$ cat src/rtl/nfa_pkg.sv
package nfa_pkg;
  // Flat bit position of the edge from state src into state tgt in an n-state map
  function automatic int edge_pos(input int tgt, input int src, input int n);
    return tgt * n + src;
  endfunction
endpackage

$ cat src/rtl/nfa_rst_sync.sv
module nfa_rst_sync (
  input  logic clk_i,
  input  logic rst_ni,
  output logic rst_sync_no
);
  logic [1:0] sync_q;

  always_ff @(posedge clk_i or negedge rst_ni) begin
    if (!rst_ni) sync_q <= 2'b00;
    else         sync_q <= {sync_q[0], 1'b1};
  end

  assign rst_sync_no = sync_q[1];
endmodule

$ cat src/rtl/nfa_class_mem.sv
module nfa_class_mem #(
  parameter int SYM_W = 8,
  parameter int WORD_W = 7
) (
  input  logic              clk_i,
  input  logic              we_i,
  input  logic [SYM_W-1:0]  waddr_i,
  input  logic [WORD_W-1:0] wdata_i,
  input  logic [SYM_W-1:0]  raddr_i,
  output logic [WORD_W-1:0] rdata_o
);
  localparam int DEPTH = 1 << SYM_W;

  logic [WORD_W-1:0] mem_q [DEPTH];

  always_ff @(posedge clk_i) begin
    if (we_i) mem_q[waddr_i] <= wdata_i;
  end

  assign rdata_o = mem_q[raddr_i];
endmodule

$ cat src/rtl/nfa_match_elem.sv
module nfa_match_elem (
  input  logic clk_i,
  input  logic rst_ni,
  input  logic adv_i,
  input  logic clr_i,
  input  logic c_i,
  input  logic i_i,
  input  logic ei_i,
  output logic o_o,
  output logic eo_o
);
  logic q_d, q_q;

  always_comb begin
    q_d = q_q;
    if (clr_i)      q_d = 1'b0;
    else if (adv_i) q_d = c_i & i_i;
  end

  always_ff @(posedge clk_i or negedge rst_ni) begin
    if (!rst_ni) q_q <= 1'b0;
    else         q_q <= q_d;
  end

  assign o_o  = q_q;
  assign eo_o = q_q | ei_i;
endmodule

$ cat src/rtl/nfa_match_cnt.sv
module nfa_match_cnt #(
  parameter int CNT_W = 16
) (
  input  logic             clk_i,
  input  logic             rst_ni,
  input  logic             clr_i,
  input  logic             hit_i,
  output logic             match_o,
  output logic [CNT_W-1:0] cnt_o
);
  localparam logic [CNT_W-1:0] CNT_MAX = '1;

  logic             match_d, match_q;
  logic [CNT_W-1:0] cnt_d, cnt_q;
  logic             cnt_en;

  assign cnt_en = hit_i && (cnt_q != CNT_MAX);

  always_comb begin
    match_d = hit_i;
    cnt_d   = cnt_q;
    if (clr_i) begin
      match_d = 1'b0;
      cnt_d   = '0;
    end else if (cnt_en) begin
      cnt_d = cnt_q + 1'b1;
    end
  end

  always_ff @(posedge clk_i or negedge rst_ni) begin
    if (!rst_ni) begin
      match_q <= 1'b0;
      cnt_q   <= '0;
    end else begin
      match_q <= match_d;
      cnt_q   <= cnt_d;
    end
  end

  assign match_o = match_q;
  assign cnt_o   = cnt_q;
endmodule

$ cat src/rtl/nfa_regex_top.sv
module nfa_regex_top #(
  parameter int N_ST = 7,
  parameter int SYM_W = 8,
  parameter int CNT_W = 16,
  parameter logic [N_ST*N_ST-1:0] PRED_MAP = 49'h8082_0080_8080,
  parameter logic [N_ST*N_ST-1:0] EPS_MAP  = 49'h0040_0000_0000,
  parameter logic [N_ST-1:0]      ACC_MASK = 7'b100_0000
) (
  input  logic             clk_i,
  input  logic             rst_ni,
  input  logic             in_valid_i,
  input  logic [SYM_W-1:0] in_byte_i,
  input  logic             clr_i,
  input  logic             lut_we_i,
  input  logic [SYM_W-1:0] lut_addr_i,
  input  logic [N_ST-1:0]  lut_data_i,
  output logic [N_ST-1:0]  state_o,
  output logic             match_o,
  output logic [CNT_W-1:0] match_cnt_o
);
  import nfa_pkg::*;

  logic            rst_sync_n;
  logic            adv;
  logic            hit;
  logic [N_ST-1:0] cls_word;
  logic [N_ST-1:0] st_vec;
  logic [N_ST-1:0] eo_vec;
  logic [N_ST-1:0] clos_vec;
  logic [N_ST-1:0] set_vec;

  // Forward-only epsilon closure of the registered state vector
  function automatic logic [N_ST-1:0] eps_close(input logic [N_ST-1:0] q);
    logic [N_ST-1:0] r;
    r = q;
    for (int t = 1; t < N_ST; t++) begin
      for (int s = 0; s < t; s++) begin
        if (EPS_MAP[edge_pos(t, s, N_ST)] && r[s]) r[t] = 1'b1;
      end
    end
    return r;
  endfunction

  nfa_rst_sync u_rst_sync (
    .clk_i      (clk_i),
    .rst_ni     (rst_ni),
    .rst_sync_no(rst_sync_n)
  );

  nfa_class_mem #(.SYM_W(SYM_W), .WORD_W(N_ST)) u_cls_mem (
    .clk_i  (clk_i),
    .we_i   (lut_we_i),
    .waddr_i(lut_addr_i),
    .wdata_i(lut_data_i),
    .raddr_i(in_byte_i),
    .rdata_o(cls_word)
  );

  assign adv      = in_valid_i & ~clr_i;
  assign clos_vec = eps_close(st_vec);

  for (genvar t = 0; t < N_ST; t++) begin : g_st
    if (t == 0) begin : g_start
      logic unused_c0;
      assign unused_c0  = cls_word[0];
      assign st_vec[0]  = 1'b1;
      assign eo_vec[0]  = 1'b1;
      assign set_vec[0] = 1'b0;
    end else begin : g_elem
      localparam logic [N_ST-1:0] LOW_MASK = N_ST'((1 << t) - 1);
      logic pred_in;
      logic eps_in;
      assign pred_in    = |(PRED_MAP[t*N_ST +: N_ST] & eo_vec);
      assign eps_in     = |(EPS_MAP[t*N_ST +: N_ST] & LOW_MASK & clos_vec);
      assign set_vec[t] = cls_word[t] & pred_in;
      nfa_match_elem u_elem (
        .clk_i (clk_i),
        .rst_ni(rst_sync_n),
        .adv_i (adv),
        .clr_i (clr_i),
        .c_i   (cls_word[t]),
        .i_i   (pred_in),
        .ei_i  (eps_in),
        .o_o   (st_vec[t]),
        .eo_o  (eo_vec[t])
      );
    end
  end

  assign hit = adv & |(set_vec & ACC_MASK);

  nfa_match_cnt #(.CNT_W(CNT_W)) u_cnt (
    .clk_i  (clk_i),
    .rst_ni (rst_sync_n),
    .clr_i  (clr_i),
    .hit_i  (hit),
    .match_o(match_o),
    .cnt_o  (match_cnt_o)
  );

  assign state_o = st_vec;
endmodule

$ cat config.mk
export PLATFORM = sky130hd
export DESIGN_NAME = nfa_regex_top
export DESIGN_NICKNAME = d
export VERILOG_FILES = /design/src/rtl/nfa_pkg.sv /design/src/rtl/nfa_rst_sync.sv /design/src/rtl/nfa_class_mem.sv /design/src/rtl/nfa_match_elem.sv /design/src/rtl/nfa_match_cnt.sv /design/src/rtl/nfa_regex_top.sv
export SDC_FILE = /design/constraint.sdc
export NUM_CORES = 1
export LEC_CHECK = 0
export ABC_AREA = 1
export BUFFER_PORTS_ARGS = -buffer_cell sky130_fd_sc_hd__buf_2
export CORE_ASPECT_RATIO = 1.1
export CORE_MARGIN = 2
export CORE_UTILIZATION = 50
export CTS_BUF_LIST = sky130_fd_sc_hd__clkbuf_4
export DETAILED_ROUTE_END_ITERATION = 12
export MAX_ROUTING_LAYER = met4
export PLACE_DENSITY_LB_ADDON = 0.05
export SYNTH_ARGS = -nofsm -noshare
export SYNTH_HDL_FRONTEND = slang
export SYNTH_HIERARCHICAL = 1
export SYNTH_SLANG_ARGS = --single-unit
$ cat constraint.sdc
create_clock -name clk_i -period 0.8 [get_ports clk_i]
set_clock_uncertainty 0.1 [all_clocks]
set_input_delay 0.04 -clock clk_i [delete_from_list [all_inputs] [get_ports clk_i]]
set_output_delay 0.04 -clock clk_i [all_outputs]
set_load 0.02 [all_outputs]
==> impl_metrics.yaml, run 1 <==
die:
  die_h_um: 381
  start_util_pct: 50.3
  die-width_um: 347
  die-area_um2: 132000
  coreArea_um2: 128000
  rows: 138
  ioPinCount: 52
routing:
  viasPerCell: 5.59
  num_vias: 46000
  ant_nets: 0
  dr_wl_met2_mm: 92.1
  wl_met3_mm: 13.2
  wl_met1_mm: 78.3
  wl_per_cell_um: 22.8
  drc_errors: 0
  highest_layer: "met4"
  routed_wl_mm: 188
  drt-initial-drc-count: 4211
  drt_pass1_iterations: 5
timing:
  tightestPinTransition_ns: 0.688
  min_period_over_period_pct: 275
  rsz0062_at_grt: "true"
  relSlewSlack_pct: 54.0
  holdWs_ns: -0.560
  hold_violations: 1529
  fin_crit_ns: 2.20
  worst_slack_ns: -1.40
  setup_viol: 1482
  fin_tns_setup_ns: -195.15
  max_freq_ghz: 0.455
  slew_viol_final: 0
power_and_ir_drop:
  p_per_area_nw_per_um2: 2100
  power.total_mw: 168
  p_comb_share_pct: 8.4
  p_leak_nw: 29.2
  swShare_pct: 24.2
  pwr-share-seq_pct: 53.5
  switchingPower_mw: 40.7
  ir_drop_v: 0.00137
  pwr-share-clk_pct: 38.1
  internal_power_mw: 128
clocking:
  cts_made_buffers: 404
  worstSkewPairLatency_ns: 1.34
  path_clk_slew_ns: 0.07
  cts_tree: "done"
  clock_path_buffers: 4
  cts_sinks: 1561
  htree_num_levels: 5
  clock-root-buffer: "clkbuf_4"
min_path:
  hold_start: "lut_addr_i[5]"
  hold_class: "in -> reg"
run_status:
  violations: "hold timing, setup timing"
  status: "complete, but fails checks"
critical_path:
  critical_path.endpoint: "u_cnt/cnt_o[14]$_DFFE_PN0P_"
  r2r_end: "u_cnt/cnt_o[14]$_DFFE_PN0P_"
  path_buf_inv: 2
  worst-path-max-fanout: 8
  startpoint_type: "flop"
  reg2reg_depth: 18
  startpoint: "u_cls_mem/mem_q[214][6]$_DFFE_PP_"
  max_stage_delay_ns: 0.34
  crit_required_ns: 1.90
  cp_top_family: "simple AND/OR/NAND/NOR gates"
  cp.arrival_ns: 3.30
  slowest_stage: "edfxtp_1"
  endpoint_kind: "flop"
  regToRegSetupSlack_ns: -1.40
  worst-path-stages: 18
  crit_type: "reg -> reg"
  r2r-start: "u_cls_mem/mem_q[214][6]$_DFFE_PP_"
  crit_chain: "nand2_1 -> nand3_1 -> nand3_1 -> nand3_1 -> nand3_2 -> nand2_2 -> nand2_2 -> nand3_4 -> nand3_4 -> nand2_4 -> nand2_4 -> nor2_4 -> inv_2 -> nor2_4 -> nor2_4 -> buf_6 -> nand2_1 -> nand2_1"
synthesis:
  syn_inst: 5636
  netlist_area_um2: 64600
  ys_warn_count: 6
  avgSynthCellArea_um2: 11.5
finish:
  utilization_pct: 62.5
  layout_common_cells: "nand2_1, edfxtp_1, nand3_1"
  area_growth_pct: 24.2
  fin_nets: 6321
  mostFrequentLayoutCell: "nand2_1"
  drive_above_1_share_pct: 28.6
run:
  drv_cap: 0
global_route:
  antenna_found_initial: 5
  grt_max_degree: 84
  grt_pass1_vias: 45700
  grt-ovfl-total: 0
  grt_usage_pct: 29.3
  grt_pass1_wl_mm: 282
placement:
  place_ws_ns: -1.98
  gp_congestion: 0.924
  post-dp-hpwl_mm: 121
  io_buffers: 49
## power groups by stage
stage          registers, mW  logic [mW]  clock network, mW
5_1_grt                 89.9        15.2               70.0
3_3_place_gp            91.7        12.6                  0
2_1_floorplan           91.8        6.57                  0
6_report                90.0        14.2               64.1
3_5_place_dp            91.7        12.7                  0
4_1_cts                 90.0        14.0               65.8
## registers in the layout, summed over array words and instances, names as in the netlist
| register | flops |
|---|---|
| u_cnt/match_o | 1 |
| u_cls_mem/mem_q | 1536 |
| u_rst_sync/sync_q | 2 |
| g_st.g_elem.u_elem/o_o | 6 |
| u_cnt/cnt_o | 16 |
## worst min-delay path by stage
stage                     slack (ns)  cells past startpoint                           endpoint
final                          -0.56                      4  u_cls_mem/mem_q[194][6]$_DFFE_PP_
after global routing           -0.67                      4  u_cls_mem/mem_q[194][5]$_DFFE_PP_
after CTS                      -0.64                      4  u_cls_mem/mem_q[194][1]$_DFFE_PP_
after detailed placement       -0.27                      1     u_rst_sync/sync_q[0]$_DFF_PN0_
after global placement         -0.27                      1     u_rst_sync/sync_q[1]$_DFF_PN0_
after floorplan                -0.36                      0     u_rst_sync/sync_q[0]$_DFF_PN0_
## final cells by class
type	instances	area (um2)
clock buffer	556	4170
fill	10300	48200
antenna	11	27.5
clock inverter	97	490
inverter	58	322
multi-input combinational	3589	19400
tap	1680	2100
timing repair buffer	678	6990
sequential	1561	46700
## stage by stage
| step | instance area (um2) | cells |
|---|---|---|
| final | 80300 | 8230 |
| after global routing | 80300 | 8229 |
| after CTS | 79800 | 8203 |
| after detailed placement | 72500 | 7472 |
| after global placement | 72500 | 7472 |
| after floorplan | 67600 | 5639 |
## layer usage
layer	global-route usage, %	vias to the layer above
met5	-	-
met4	9.15	0
met1	38.4	22600
met3	5.35	293
met2	46.8	1779
li1	-	21400
## worst register-to-register path, delay by kind of cell, from the launching register on
kind	cells	cell delay, ns
buf+inv	2	0.20
flops	1	0.34
simple gates	16	1.42
## what timing repair did
item | in CTS | in global routing
hold buffers | 45 | 9
pin swaps | 152 | 56
endpoints found under the setup margin | 46 | 1972
gates cloned | 0 | 1
setup buffers | 33 | 14
resized for setup | 414 | 71
endpoints found under the hold margin | 3097 | 2071
(Power assumes the default switching activity.)
==> inputs of run 2 (changes only) <==
--- a/config.mk
+++ b/config.mk
@@ -7,7 +7,6 @@
 export LEC_CHECK = 0
 export ABC_AREA = 1
 export BUFFER_PORTS_ARGS = -buffer_cell sky130_fd_sc_hd__buf_2
-export CORE_ASPECT_RATIO = 1.1
 export CORE_MARGIN = 2
 export CORE_UTILIZATION = 50
 export CTS_BUF_LIST = sky130_fd_sc_hd__clkbuf_4
==> impl_metrics.yaml, run 2 (synthesis results as in run 1) <==
clocking:
  path_clk_slew_ns: 0.07
  clock_path_buffers: 4
  cts_tree: "done"
  cts_made_buffers: 414
  worstSkewPairLatency_ns: 1.33
  cts_sinks: 1561
  clock-root-buffer: "clkbuf_4"
  htree_num_levels: 5
power_and_ir_drop:
  pwr-share-seq_pct: 52.8
  p_leak_nw: 29.6
  power.total_mw: 170
  internal_power_mw: 129
  p_per_area_nw_per_um2: 2110
  p_comb_share_pct: 8.4
  switchingPower_mw: 41.2
  ir_drop_v: 0.00156
  pwr-share-clk_pct: 38.8
  swShare_pct: 24.2
routing:
  drc_errors: 0
  num_vias: 46400
  ant_nets: 0
  wl_per_cell_um: 22.9
  drt-initial-drc-count: 4280
  drt_pass1_iterations: 7
  routed_wl_mm: 190
  viasPerCell: 5.60
die:
  ioPinCount: 52
  coreArea_um2: 128000
  start_util_pct: 50.6
  rows: 131
  die_h_um: 364
  die-width_um: 364
  die-area_um2: 132000
critical_path:
  startpoint_type: "flop"
  endpoint_kind: "flop"
  crit_required_ns: 1.82
  worst-path-max-fanout: 8
  cp.arrival_ns: 3.32
  crit_type: "reg -> reg"
timing:
  worst_slack_ns: -1.51
  fin_crit_ns: 2.31
  max_freq_ghz: 0.434
  tightestPinTransition_ns: 0.761
  rsz0062_at_grt: "true"
  holdWs_ns: -0.720
  setup_viol: 1993
  hold_violations: 1559
  slew_viol_final: 0
  fin_tns_setup_ns: -306.43
  relSlewSlack_pct: 49.1
  min_period_over_period_pct: 288
placement:
  postPlaceCellArea_um2: 73000
  post-dp-hpwl_mm: 124
  place_ws_ns: -2.19
  io_buffers: 49
  gp_congestion: 0.899
finish:
  fin_area_um2: 80700
  fillCellCount: 10200
  layout_common_cells: "nand2_1, edfxtp_1, nand3_1"
  largest_reg_flops: 1536
  area_growth_pct: 24.8
  mostFrequentLayoutCell: "nand2_1"
  top_register: "u_cls_mem/mem_q"
  fin_nets: 6370
  drive_above_1_share_pct: 28.7
global_route:
  grt_usage_pct: 29.7
  grt-ovfl-total: 0
  grt_max_degree: 76
  grt_pass1_vias: 45600
  antenna_found_initial: 4
  grt_pass1_wl_mm: 283
run_status:
  violations: "hold timing, setup timing"
  status: "complete, but fails checks"
run:
  drv_cap: 0
min_path:
  hold_class: "in -> reg"
-- run 2: changes by cell type in the layout (fill, tap and decap cells not counted), moves of 16 or more --
| cell | before | now |
|---|---|---|
| nand3_1 | 1213 | 1256 |
| clkbuf_4 | 558 | 593 |
| buf_4 | 440 | 466 |
| nand3_2 | 234 | 209 |
| nand3_4 | 42 | 24 |
| clkinv_1 | 73 | 89 |
-- run 2: critical path, stage by stage (launching register included) --
cell and delay [ns]:
edfxtp_1 0.34, nand2_1 0.05, nand3_1 0.08, nand3_1 0.07, nand3_1 0.13, nand3_2 0.11
nand2_4 0.11, nand2_1 0.07, nand3_2 0.08, nand3_4 0.15, nand2_8 0.14, nand2_4 0.05
nor2_4 0.09, inv_2 0.06, nor2_4 0.17, nor2_4 0.07, buf_12 0.15, nand2_2 0.06
nand2_1 0.04
-- run 2: path summary, 6_finish.rpt --
| kind | from | to | slack, ns | cells past startpoint |
|---|---|---|---|---|
| setup / recovery | u_cls_mem/mem_q[242][6]$_DFFE_PP_ | u_cnt/cnt_o[14]$_DFFE_PN0P_ | -1.51 | 18 |
| hold / removal | in_byte_i[7] | g_st[6].g_elem.u_elem/o_o$_DFFE_PN0P_ | -0.72 | 5 |
| setup reg to reg | u_cls_mem/mem_q[242][6]$_DFFE_PP_ | u_cnt/cnt_o[14]$_DFFE_PN0P_ | -1.51 | 18 |
| hold reg to reg | u_rst_sync/sync_q[1]$_DFF_PN0_ | g_st[4].g_elem.u_elem/o_o$_DFFE_PN0P_ | 0.03 | 1 |
| max in group asynchronous | rst_ni | u_rst_sync/sync_q[0]$_DFF_PN0_ | 0.32 | 4 |
| min in group asynchronous | u_rst_sync/sync_q[1]$_DFF_PN0_ | g_st[4].g_elem.u_elem/o_o$_DFFE_PN0P_ | 0.03 | 1 |
-- run 2: layout make-up --
cell class	instances	area (um2)	area share, %
inverters	58	323	0.400
repair buffers	717	7480	9.27
multi-input cells	3589	19100	23.6
clock buffers	593	4450	5.52
clock inverters	106	473	0.586
diodes	10	25.0	0.0310
well taps	1662	2080	2.58
flip-flops and latches	1561	46700	58.0
-- run 2: timing repair --
item,in CTS,in global routing
hold endpoints to repair,3097,2327
hold buffers,39,12
endpoints found under the setup margin,46,2095
gates resized for setup,215,219
pin swaps,69,117
cloned,0,1
setup buffers,36,16
-- run 2: routing by layer --
metal | global-route usage, % | vias to the layer above | part of all wire, %
met4 | 11.2 | 0 | 3.2
met5 | - | - | 0
met2 | 45.5 | 1910 | 47
li1 | - | 21500 | -
met3 | 4.82 | 364 | 7.1
met1 | 40.1 | 22700 | 43
-- run 2: stage by stage --
step / cells / utilization, %
after detailed placement: 7496 / 57.1
after global placement: 7496 / 57.1
after global routing: 8295 / 63.1
after CTS: 8269 / 62.2
after floorplan: 5639 / -
final: 8296 / 63.1
-- run 2: power by group through the flow --
stage	Combinational (mW)	Sequential (mW)	Clock, mW
final	14.3	90.0	66.0
after global routing	15.2	89.9	72.0
after CTS	13.6	90.0	67.8
after detailed placement	13.0	91.7	0
after global placement	12.9	91.7	0
after floorplan	6.57	91.8	0
